## config.mk

```make
export PLATFORM = sky130hd
export DESIGN_NAME = int_entry_seq
export DESIGN_NICKNAME = d
export VERILOG_FILES = /design/src/rtl/intsq_pkg.sv /design/src/rtl/intsq_prio_pick.sv /design/src/rtl/intsq_slot_timer.sv /design/src/rtl/int_entry_seq.sv
export SDC_FILE = /design/constraint.sdc
export NUM_CORES = 1
export LEC_CHECK = 0
export ABC_AREA = 1
export ABC_CLOCK_PERIOD_IN_PS = 2650
export BUFFER_PORTS_ARGS = -buffer_cell sky130_fd_sc_hd__buf_2
export CORE_MARGIN = 2
export CORE_UTILIZATION = 42
export DETAILED_ROUTE_END_ITERATION = 8
export PLACE_DENSITY_LB_ADDON = 0.12
export SKIP_LAST_GASP = 1
export SLEW_MARGIN = 20
export SYNTH_ARGS = -nofsm -noshare
export SYNTH_HDL_FRONTEND = slang
export SYNTH_SLANG_ARGS = --single-unit
```

## constraint.sdc

```tcl
create_clock -name clk -period 2.65 [get_ports clk]
set_input_delay 0.3975 -clock clk [delete_from_list [all_inputs] [get_ports clk]]
set_output_delay 0.3975 -clock clk [all_outputs]
set_load 0.005 [all_outputs]
```

## src/rtl/intsq_pkg.sv

```systemverilog
package intsq_pkg;

  localparam int PC_W   = 13;
  localparam int STEP_W = 4;

  typedef enum logic [2:0] {
    ST_IDLE = 3'd0,
    ST_WAKE = 3'd1,
    ST_SLOT1 = 3'd2,
    ST_SLOT2 = 3'd3,
    ST_JUMP = 3'd4
  } seq_state_t;

  // Vector address: bank | page 1 | step high nibble 0 | step = line + 1
  function automatic logic [PC_W-1:0] vector_target(input logic bank,
                                                    input logic [STEP_W-1:0] line);
    logic [STEP_W-1:0] step;
    step = line + 4'd1;
    return {bank, 4'h1, 4'h0, step};
  endfunction

endpackage

```

## src/rtl/intsq_prio_pick.sv

```systemverilog
module intsq_prio_pick #(
  parameter int NUM_VEC = 15
) (
  input  logic               clk,
  input  logic               rst_n,
  input  logic [NUM_VEC-1:0] req,
  output logic               any,
  output logic [3:0]         line
);

  always_comb begin
    line = 4'd0;
    for (int i = NUM_VEC - 1; i >= 0; i--) begin
      if (req[i]) line = 4'(i);
    end
  end

  assign any = |req;

  // the picked line is active and no lower line is active
  a_r3_pick_is_lowest: assert property (@(posedge clk) disable iff (!rst_n)
    any |-> (req[line] && ((req & ((NUM_VEC'(1) << line) - NUM_VEC'(1))) == '0)));

endmodule

```

## src/rtl/intsq_slot_timer.sv

```systemverilog
module intsq_slot_timer #(
  parameter int CNT_W = 4
) (
  input  logic             clk,
  input  logic             rst_n,
  input  logic             load,
  input  logic [CNT_W-1:0] load_val,
  output logic             expired
);

  logic [CNT_W-1:0] cnt;

  always_ff @(posedge clk or negedge rst_n) begin
    if (!rst_n)            cnt <= '0;
    else if (load)         cnt <= load_val;
    else if (cnt != '0)    cnt <= cnt - 1'b1;
  end

  assign expired = (cnt == '0);

endmodule

```

## src/rtl/int_entry_seq.sv

```systemverilog
module int_entry_seq
  import intsq_pkg::*;
#(
  parameter int NUM_VEC   = 15,
  parameter int SLOT_CLKS = 6,
  parameter int WAKE_CLKS = 1
) (
  input  logic               clk,
  input  logic               rst_n,
  input  logic [NUM_VEC-1:0] irq_req,
  input  logic               irq_en,
  input  logic               instr_end,
  input  logic               pset_armed,
  input  logic               sleep_mode,
  input  logic               cur_bank,
  input  logic [12:0]        ret_pc,
  output logic               busy,
  output logic [1:0]         slot_no,
  output logic               push_stb,
  output logic [12:0]        push_pc,
  output logic               ien_clr,
  output logic               wake_stb,
  output logic               jump_stb,
  output logic [12:0]        jump_pc
);

  localparam int MAX_CLKS = (SLOT_CLKS > WAKE_CLKS) ? SLOT_CLKS : WAKE_CLKS;
  localparam int CNT_W    = $clog2(MAX_CLKS + 1);
  localparam logic [CNT_W-1:0] SLOT_LOAD = CNT_W'(SLOT_CLKS - 1);
  localparam logic [CNT_W-1:0] WAKE_LOAD = CNT_W'(WAKE_CLKS - 1);

  seq_state_t state, state_nx;

  logic       req_any;
  logic [3:0] req_line;
  logic       tmr_load;
  logic [CNT_W-1:0] tmr_val;
  logic       tmr_expired;

  // named events for assertions
  logic idle;
  logic take_boundary;
  logic take_sleep;
  logic take;

  intsq_prio_pick #(.NUM_VEC(NUM_VEC)) u_pick (
    .clk  (clk),
    .rst_n(rst_n),
    .req  (irq_req),
    .any  (req_any),
    .line (req_line)
  );

  intsq_slot_timer #(.CNT_W(CNT_W)) u_timer (
    .clk     (clk),
    .rst_n   (rst_n),
    .load    (tmr_load),
    .load_val(tmr_val),
    .expired (tmr_expired)
  );

  assign idle          = (state == ST_IDLE);
  assign take_boundary = idle && irq_en && req_any && instr_end && !pset_armed && !sleep_mode;
  assign take_sleep    = idle && irq_en && req_any && sleep_mode;
  assign take          = take_boundary || take_sleep;

  always_comb begin
    state_nx = state;
    tmr_load = 1'b0;
    tmr_val  = SLOT_LOAD;
    unique case (state)
      ST_IDLE: begin
        if (take_sleep) begin
          state_nx = ST_WAKE;
          tmr_load = 1'b1;
          tmr_val  = WAKE_LOAD;
        end else if (take_boundary) begin
          state_nx = ST_SLOT1;
          tmr_load = 1'b1;
        end
      end
      ST_WAKE: begin
        if (tmr_expired) begin
          state_nx = ST_SLOT1;
          tmr_load = 1'b1;
        end
      end
      ST_SLOT1: begin
        if (tmr_expired) begin
          state_nx = ST_SLOT2;
          tmr_load = 1'b1;
        end
      end
      ST_SLOT2: begin
        if (tmr_expired) state_nx = ST_JUMP;
      end
      ST_JUMP:  state_nx = ST_IDLE;
      default:  state_nx = ST_IDLE;
    endcase
  end

  logic [12:0] vec_q;
  logic [12:0] pc_q;
  logic        push_q;
  logic        wake_q;

  always_ff @(posedge clk or negedge rst_n) begin
    if (!rst_n) begin
      state  <= ST_IDLE;
      vec_q  <= '0;
      pc_q   <= '0;
      push_q <= 1'b0;
      wake_q <= 1'b0;
    end else begin
      state  <= state_nx;
      push_q <= take;
      wake_q <= take_sleep;
      if (take) begin
        vec_q <= vector_target(cur_bank, req_line);
        pc_q  <= ret_pc;
      end
    end
  end

  assign busy     = !idle;
  assign slot_no  = (state == ST_SLOT1) ? 2'd1 : (state == ST_SLOT2) ? 2'd2 : 2'd0;
  assign push_stb = push_q;
  assign ien_clr  = push_q;
  assign wake_stb = wake_q;
  assign push_pc  = pc_q;
  assign jump_stb = (state == ST_JUMP);
  assign jump_pc  = vec_q;

  // push pulse lasts one cycle
  a_r5_push_single: assert property (@(posedge clk) disable iff (!rst_n)
    push_stb |=> !push_stb);

  // push pulse follows an idle cycle
  a_r5_push_after_idle: assert property (@(posedge clk) disable iff (!rst_n)
    $rose(busy) |-> push_stb);

  // disabled flag keeps the block idle
  a_r2_no_take_disabled: assert property (@(posedge clk) disable iff (!rst_n)
    (idle && !irq_en) |=> !busy);

  // page-set boundary is not accepted
  a_r8_pset_defers: assert property (@(posedge clk) disable iff (!rst_n)
    (idle && instr_end && pset_armed && !sleep_mode) |=> !busy);

  // jump follows the second slot and lasts one cycle
  a_r6_jump_after_slot2: assert property (@(posedge clk) disable iff (!rst_n)
    jump_stb |-> ($past(slot_no) == 2'd2));
  a_r6_jump_single: assert property (@(posedge clk) disable iff (!rst_n)
    jump_stb |=> (!jump_stb && !busy));

  // target lies at page 1, steps 1 to 15
  a_r3_target_page1: assert property (@(posedge clk) disable iff (!rst_n)
    jump_stb |-> (jump_pc[11:4] == 8'h10 && jump_pc[3:0] != 4'h0));

  // wake only from sleep
  a_r9_wake_from_sleep: assert property (@(posedge clk) disable iff (!rst_n)
    wake_stb |-> ($past(sleep_mode) && push_stb));

  // target stable during entry
  a_r10_target_stable: assert property (@(posedge clk) disable iff (!rst_n)
    (busy && !push_stb) |-> $stable(jump_pc));

endmodule

```

After elaboration in Yosys (flattened, before gate mapping) --
Index checks and enable logic that the tools add are counted.
Storage, ports and cells: output and inout bits 33, register bits after elaboration 27, bits of input ports 35
Cells by class: reductions and logical operators 17, muxes and demuxes 31, eq/ne operators 8, $add $sub $neg 2
Operators with widths (count):
- 4-bit 2-to-1 mux | 15
- 3-bit 2-to-1 mux | 9
- 15-bit OR reduction | 1
- 3-bit case mux with 4 select lines | 1
- 3-bit by 2-bit equality test with 1-bit output (second input constant) | 2
- 1-bit logical AND | 6
- 3-bit zero test | 2
- 2-bit inequality test (second input constant) | 3
- 4-bit by 1-bit adder with 4-bit output (second input constant) | 1
- 2-bit 2-to-1 mux | 2
- 4-bit AND reduction | 1
- 3-bit by 1-bit equality test with 1-bit output (second input constant) | 1
- 3-bit equality test (second input constant) | 1
- 1-bit zero test | 3
- 1-bit 2-to-1 mux | 3
- 3-bit by 1-bit inequality test with 1-bit output (second input constant) | 1
- 3-bit nonzero test | 1
- 3-bit by 1-bit subtractor with 3-bit output (second input constant) | 1
- 1-bit case mux with 2 select lines | 1
- 2-bit nonzero test | 1
- 2-bit OR reduction | 1
- 1-bit logical OR | 1

Logic depth before layout (Yosys ltp) --
Gate-level depths: netlist of run 1.
depth in word-level cells 16, mapped depth 18, depth with buffers taken out 18

By module --
A second synthesis of run 1 with hierarchy kept.
Unflattened totals: cells, all modules 211, area, all modules 1555.2 sq um
By module, submodules not included:
- int_entry_seq | area each 1154.9 sq um, sequential area each 600.6 sq um, cells an instance 134, instances 1
- intsq_slot_timer | area each 207.7 sq um, sequential area each 75.1 sq um, cells an instance 32, instances 1
- intsq_prio_pick | area each 192.7 sq um, sequential area each 0.0 sq um, cells an instance 45, instances 1

Least setup slack after synthesis of run 1 --
No wires, ideal clock.
path kind input to register, start point input irq_req[12], end point register vec_q[2], in the netlist jump_pc[2], required time 2531 ps, buffers on the path 0, setup slack 1087 ps, data arrival time 1444 ps, library setup time 119 ps, stages on the path 18, path through inv_1 nand2_1 nand2_1 nand2_1 nand2_1 nand2_1 nand2_1 nand2_1 nand2_1 nand2_1 nand2_1 nand2_1 nand2_1 nand2_1 inv_1 ha_1 xor2_1 o21ai_2
Between the ends: word-level cells in the longest chain between the ends 14, elaborated cells on any way between the ends 21
Ends and longest elaborated chain:
- from (decl) | line int_entry_seq.sv:10 | input logic [NUM_VEC-1:0] irq_req,
- 4-bit 2-to-1 mux (13 in series) | line intsq_prio_pick.sv:14 | if (req[i]) line = 4'(i);
- 4-bit by 1-bit adder with 4-bit output | line intsq_pkg.sv:18 | step = line + 4'd1;
- to (signal assigned) | line int_entry_seq.sv:119 | vec_q <= vector_target(cur_bank, req_line);
- to (decl) | line int_entry_seq.sv:102 | logic [12:0] vec_q;
Several ways; a longest one is shown, not always the timed one. A chain may end at the register's enable or synchronous reset.

Worst setup path after layout of run 1 --
start point register state[2], end point register u_timer.cnt[0]
Between the ends: word-level cells in the longest chain between the ends 10, elaborated cells on any way between the ends 17
Ends and longest elaborated chain:
- from (decl) | line int_entry_seq.sv:32 | seq_state_t state, state_nx;
- from (signal assigned) | line int_entry_seq.sv:115 | state <= state_nx;
- 3-bit zero test | line int_entry_seq.sv:62, int_entry_seq.sv:71
- 1-bit logical AND (2 in series) | line int_entry_seq.sv:63, int_entry_seq.sv:64
- 1-bit logical AND (3 in series) | line int_entry_seq.sv:63 | assign take_boundary = idle && irq_en && req_any && instr_end && !pset_armed && !sleep_mode;
- 1-bit 2-to-1 mux | line int_entry_seq.sv:77 | end else if (take_boundary) begin
- 1-bit 2-to-1 mux | line int_entry_seq.sv:73 | if (take_sleep) begin
- 1-bit case mux with 2 select lines | line int_entry_seq.sv:71 | unique case (state)
- 3-bit 2-to-1 mux or 2-bit nonzero test (tied branches)
- to (signal assigned) | line intsq_slot_timer.sv:15 | else if (load) cnt <= load_val;
- to (signal assigned) | line intsq_slot_timer.sv:16 | else if (cnt != '0) cnt <= cnt - 1'b1;
- to (decl) | line intsq_slot_timer.sv:11 | logic [CNT_W-1:0] cnt;
Several ways; a longest one is shown, not always the timed one.

==> results.toml, run 1 <==
[route]
ant_nets = 0
drc = 0
vias = 1290
routed_via_density = 4.479
drt_wl_total_microns = 2869
drt_iter0_markers = 44
drt_first_pass_iters = 4
wire_per_inst_microns = 9.962

[yosys]
ys_types = 33
synth_top_area_cell = "dfrtp_1"
syn-cell-area_sq_um = 1535
syn_inst = 183
synth_top_cell_area_share_pct = 44.01
synth_edf_count = 0
syn_avg_cell_area_sq_um = 8.389
ys_seq_area_share_pct = 44.01
yosys_warnings = 0
synth_ff_type = "dfrtp_1"
async_flop_share_pct = 100.0
synthTopCellsByArea = "dfrtp_1, nand2_1, inv_1"
ys_seq_elements = 27

[layout]
nets = 281
layout_common_cells = "nand2_1, buf_2, dfrtp_1, inv_1, conb_1"
final_util_pct = 54.32
area_growth_pct = 20.86
diodes = 0
num-fill-cells = 353
layout_commonest_cell = "nand2_1"
layout.cells.non_filler = 288
drive_gt1_share_pct = 35.54

[pwr]
power_frac_comb_pct = 46.8
switchingPower_uw = 645.8
p_int_uw = 969.0
p_leak_nw = 1.096
pwr-share-seq_pct = 42.1
power_frac_clock_pct = 11.0
switching_share_pct = 39.99
p_per_area_nw_per_um2 = 870.3
irDropWorstVdd_mv = 0.4810

[sta]
setup_tns_ps = 0
holdWs_ps = 50.12
worst_pin_slew_ps = 593.7
maxSlewHeadroom_pct = 60.42
rsz0062_at_grt = "no"
post-route-period-util_pct = 62.28
fmax_ghz = 0.6059
finalHoldViolations = 0
worst_clock_skew_ps = 6.739
report.final.slew_viol_count = 0
finalSetupViolations = 0
post-route-min-period_ps = 1650

[worst_setup_path]
r2r_setup_slack_ps = 1000
critPathLaunchType = "register"
critical_path_arrival_ps = 1910
cp-startpoint = "state[2]"
reg2reg_from = "state[2]"
cp_data_required_time_ps = 2910
rr_worst_depth = 9
crit_fanout = 21
r2r_end = "u_timer.cnt[0]"
crit_end = "u_timer.cnt[0]"
critPathCaptureType = "register"
critPathKind = "register to register"

[clock_network]
clock_latency_ps = 320
cts.sinks = 27
cts_buffers = 3
htreeDepth = 1
cts_root_buffer = "clkbuf_4"
clock_path_buffers = 2
hold_buffers = 0
clkSlewWorstSetupHoldPaths_ps = 150
postCtsSetupRepairBufs = 0
cts_tree = "done"
ctsResizeCount = 0

[status]
status = "completed"

[placement]
dp_hpwl_microns = 2262
place.port_buffers = 60
place_inst = 284
gp_congestion = 0.7945

[global_routing]
grt_max_degree = 28
grt_pass1_wl_microns = 5133
antenna_found_initial = 0
grt.overflow.total = 0
grt_pass1_vias = 1214
grt_use_total_pct = 15.49

[floorplan]
core.rowCount = 21
core_area_sq_um = 3416
io_pins = 68
die_w_microns = 64.46
die_h_microns = 64.46
initial_core_util_pct = 44.95
fp.dieArea_sq_um = 4155

[min_path]
min_path_type = "primary input to async pin"

[job]
drv_cap = 0
==> worst min path at each step <==
stage / end / slack, ps
after floorplan: ien_clr / 100
after global placement: jump_pc[0] / 440
after detailed placement: jump_pc[2] / 430
after CTS: jump_pc[2] / 60
after global routing: jump_pc[2] / 80
final: jump_pc[2] / 50
==> critical path, cell delays in order, from the launching register on <==
cell and delay [ps]:
dfrtp_1 450, nor2_4 180, nand2_4 90, nor2_8 110
nand3_4 130, nand2_4 220, inv_6 130, o31ai_4 120
nand2_4 90, o21ai_2 70
==> cells by family after synthesis <==
kind of cell / after synthesis / share of synthesized area, %
buffers and inverters: 37 / 12.55
adders and majority gates: 3 / 2.445
other: 1 / 0.2443
DFF: 27 / 44.01
AOI/OAI and AO/OA: 17 / 9.047
xor gates and xnor gates: 2 / 1.141
and+or+nand+nor: 96 / 30.56
==> per-stage QoR <==
step                      setup slack, ps  power (mW)  instance area, sq um
after floorplan                      1087       1.219                  1558
after global placement              774.4       1.451                  1826
after detailed placement            783.1       1.461                  1826
after CTS                           968.9       1.643                  1856
after global routing                875.8       1.780                  1856
final                               999.7       1.615                  1856
==> state kept, by name, summed over array words and instances (netlist names) <==
| register | count |
|---|---|
| push_pc | 13 |
| jump_pc | 6 |
| state | 3 |
| u_timer.cnt | 3 |
| ien_clr | 1 |
| wake_stb | 1 |
==> cells in the mapped netlist, types with 2 or more instances <==
master and number:
inv_1 24, nand2_1 70, dfrtp_1 27, o21ai_2 5, nand4_1 3, buf_4 9, nor2_2 2, nand2_4 3
nor2_4 2, nor3_1 3, a21oi_1 2, nor2_1 4, buf_6 2, nand3_2 2, xor2_1 2, o21ai_0 4
ha_1 3
==> routing by layer <==
metal / vias up / global-route usage (%) / wire length (microns)
met3: 2 / 3.993 / 171
met1: 580 / 20.69 / 1353
met4: 0 / 2.394 / 17
met5: - / 0 / 0
met2: 35 / 25.91 / 1327
li1: 673 / - / -
==> power groups by stage <==
stage	registers, mW	logic [mW]	clock network [mW]
global placement	0.688	0.763	0
global route	0.705	0.867	0.208
detailed placement	0.686	0.776	0
CTS	0.680	0.773	0.190
finish	0.680	0.756	0.178
floorplan	0.694	0.525	0
==> final cells by class <==
class	instances	area (sq um)	area share, %
repair buffers	60	300.3	16.18
clock buffers	3	22.52	1.214
clock inverters	1	7.507	0.4046
well taps	46	57.56	3.102
multi-input cells	125	689.4	37.15
inverters	26	102.6	5.529
flip-flops and latches	27	675.6	36.41
Note: power is estimated with default switching activity, not from simulation.
==> inputs of run 2 (changes only) <==
--- a/config.mk
+++ b/config.mk
@@ -5,8 +5,8 @@
 export SDC_FILE = /design/constraint.sdc
 export NUM_CORES = 1
 export LEC_CHECK = 0
-export ABC_AREA = 1
-export ABC_CLOCK_PERIOD_IN_PS = 2650
+export ABC_AREA = 0
+export ABC_CLOCK_PERIOD_IN_PS = 1600
 export BUFFER_PORTS_ARGS = -buffer_cell sky130_fd_sc_hd__buf_2
 export CORE_MARGIN = 2
 export CORE_UTILIZATION = 42
==> constraint.sdc (replaced) <==
create_clock -name clk -period 1.6 [get_ports clk]
set_input_delay 0.24 -clock clk [delete_from_list [all_inputs] [get_ports clk]]
set_output_delay 0.24 -clock clk [all_outputs]
set_load 0.005 [all_outputs]
==> run 2 against run 1 <==
Net effect:
- clock skew shrank 1.3 ps
- final cell count shrank 14%
- sequential power grew 75%
- the flow now finishes with violations (setup timing)
- largest power group unchanged
- die area shrank 3.5%
- synthesized cell count shrank 31%
- sequential share of layout area shrank 3.0 points
- count of clock-buffer cells in the layout is the same
- highest routed layer unchanged
- final area grew 9.2%
- worst setup slack lost 1100 ps
- first-iteration DRC count shrank 9.1%
==> results.toml, run 2 <==
[status]
status = "complete, but fails checks"
violations = "setup timing"

[yosys]
ys_types = 42
ys_seq_area_share_pct = 45.72
syn-cell-area_sq_um = 1478
synth_top_cell_area_share_pct = 45.72
synthTopCellsByArea = "dfrtp_1, mux2_4, buf_4"
yosysMostFrequentCell = "dfrtp_1"
ys_seq_elements = 27
async_flop_share_pct = 100.0
yosys-top-cells-count = "dfrtp_1, mux2_4, nor2_1"
synth_top_area_cell = "dfrtp_1"
yosys_warnings = 0
synth_ff_type = "dfrtp_1"
synth_edf_count = 0
syn_avg_cell_area_sq_um = 11.64
syn_inst = 127

[floorplan]
die_w_microns = 63.32
initial_core_util_pct = 43.94
fp.dieArea_sq_um = 4009
core.rowCount = 21
io_pins = 68
die_h_microns = 63.32
core_area_sq_um = 3363

[layout]
layout_common_cells = "buf_2, dfrtp_1, mux2_4, buf_4"
drive_gt1_share_pct = 54.68
num-fill-cells = 325
diodes = 0
layout_commonest_cell = "buf_2"
nets = 242
area_growth_pct = 37.09
largest_reg_flops = 13
final_util_pct = 60.23

[sta]
setup_tns_ps = -1274
worst_pin_slew_ps = 582.0
holdWs_ps = 143.3
finalHoldViolations = 0
finalSetupViolations = 18
final.setup.worst_slack_ps = -89.78
rsz0062_at_grt = "yes"
post-route-period-util_pct = 105.6
report.final.slew_viol_count = 0
post-route-min-period_ps = 1690
worst_clock_skew_ps = 5.423
fmax_ghz = 0.5918
maxSlewHeadroom_pct = 61.20

[clock_network]
htreeDepth = 1
cts_root_buffer = "clkbuf_4"
clkSlewWorstSetupHoldPaths_ps = 150
cts_tree = "done"
clock_path_buffers = 2
cts_buffers = 3
clock_latency_ps = 320
cts.sinks = 27

[route]
routed_via_density = 4.831
vias = 1203
ant_nets = 0
drt_wl_total_microns = 3054
drc = 0
drt_iter0_markers = 40
wire_per_inst_microns = 12.27
drt_first_pass_iters = 4

[worst_setup_path]
critPathLaunchType = "register"
critical_path_arrival_ps = 1910
crit_fanout = 8
critPathKind = "register to register"
cp_data_required_time_ps = 1820
critPathCaptureType = "register"

[global_routing]
grt_use_total_pct = 16.25
antenna_found_initial = 0
grt_pass1_wl_microns = 5223
grt_pass1_vias = 1185
grt_max_degree = 28
grt.overflow.total = 0

[pwr]
switching_share_pct = 33.04
p_leak_nw = 1.016
power_frac_clock_pct = 9.9
irDropWorstVdd_mv = 0.4876
switchingPower_uw = 981.7
power_frac_comb_pct = 50.2
p_int_mw = 1.989
p_per_area_nw_per_um2 = 1467
pwr-share-seq_pct = 39.9

[placement]
preCtsSetupSlack_ps = -176.5
place.port_buffers = 60
gp_congestion = 0.8319
dp_hpwl_microns = 2263

[job]
drv_cap = 0

[min_path]
min_path_type = "primary input to register"
-- run 2: metrics by stage --
stage	cells	total power [mW]	cell area, sq um
detailed placement	240	2.551	1883
global placement	240	2.495	1883
CTS	249	2.939	1991
global route	249	3.225	2026
floorplan	133	2.054	1516
finish	249	2.971	2026
-- run 2: critical path, stage by stage, from the launching register on --
cell,delay [ps]
dfrtp_1,440
nor4b_4,300
o21a_1,190
and2_4,200
buf_12,150
mux2_4,300
-- run 2: worst paths after layout --
kind,from,to,slack [ps],cells past startpoint
setup / recovery,state[1],push_pc[11],-90,5
hold reg to reg,jump_pc[8],jump_pc[8],500,1
min in group asynchronous,rst_n,push_pc[2],430,2
hold / removal,ret_pc[2],push_pc[2],140,2
max in group asynchronous,rst_n,state[0],760,2
setup reg to reg,state[1],push_pc[11],-90,5
-- run 2: kinds of logic after synthesis --
group / after synthesis / synth area share (%)
fa+ha+maj: 3 / 2.540
simple gates: 33 / 13.80
compound gates: 20 / 9.569
xor+xnor: 4 / 2.371
flops: 27 / 45.72
buf+inv: 22 / 9.907
other cells: 1 / 0.2538
mux: 17 / 15.83
-- run 2: final cells by class --
cell class | instances | area, sq um | share of cell area, %
multi-input cells | 84 | 726.9 | 35.89
flip-flops and latches | 27 | 676.9 | 33.42
repair buffers | 80 | 504.2 | 24.89
well taps | 46 | 57.56 | 2.841
inverters | 8 | 30.03 | 1.482
clock buffers | 3 | 22.52 | 1.112
clock inverters | 1 | 7.507 | 0.3706
-- run 2: timing repair --
action / in CTS / in global routing
gates cloned: 1 / 0
hold buffers: 1 / 0
setup buffers: 3 / 0
setup endpoints to repair: 18 / 26
gates resized for setup: 6 / 11
pin swaps: 1 / 1
hold endpoints to repair: 27 / 0
-- run 2: per-layer routing --
| layer | wire length [microns] | up-vias | GRT usage (%) |
|---|---|---|---|
| li1 | - | 578 | - |
| met1 | 1307 | 574 | 20.23 |
| met2 | 1481 | 49 | 28.46 |
| met3 | 236 | 2 | 2.679 |
| met4 | 29 | 0 | 5.707 |
| met5 | 0 | - | 0 |
-- run 2: power by group through the flow --
stage               Sequential, mW  Combinational (mW)  Clock (mW)
detailed placement            1.18                1.37           0
finish                        1.19                1.49       0.293
global placement              1.17                1.33           0
floorplan                     1.21               0.848           0
CTS                           1.17                1.46       0.309
global route                  1.23                1.65       0.347
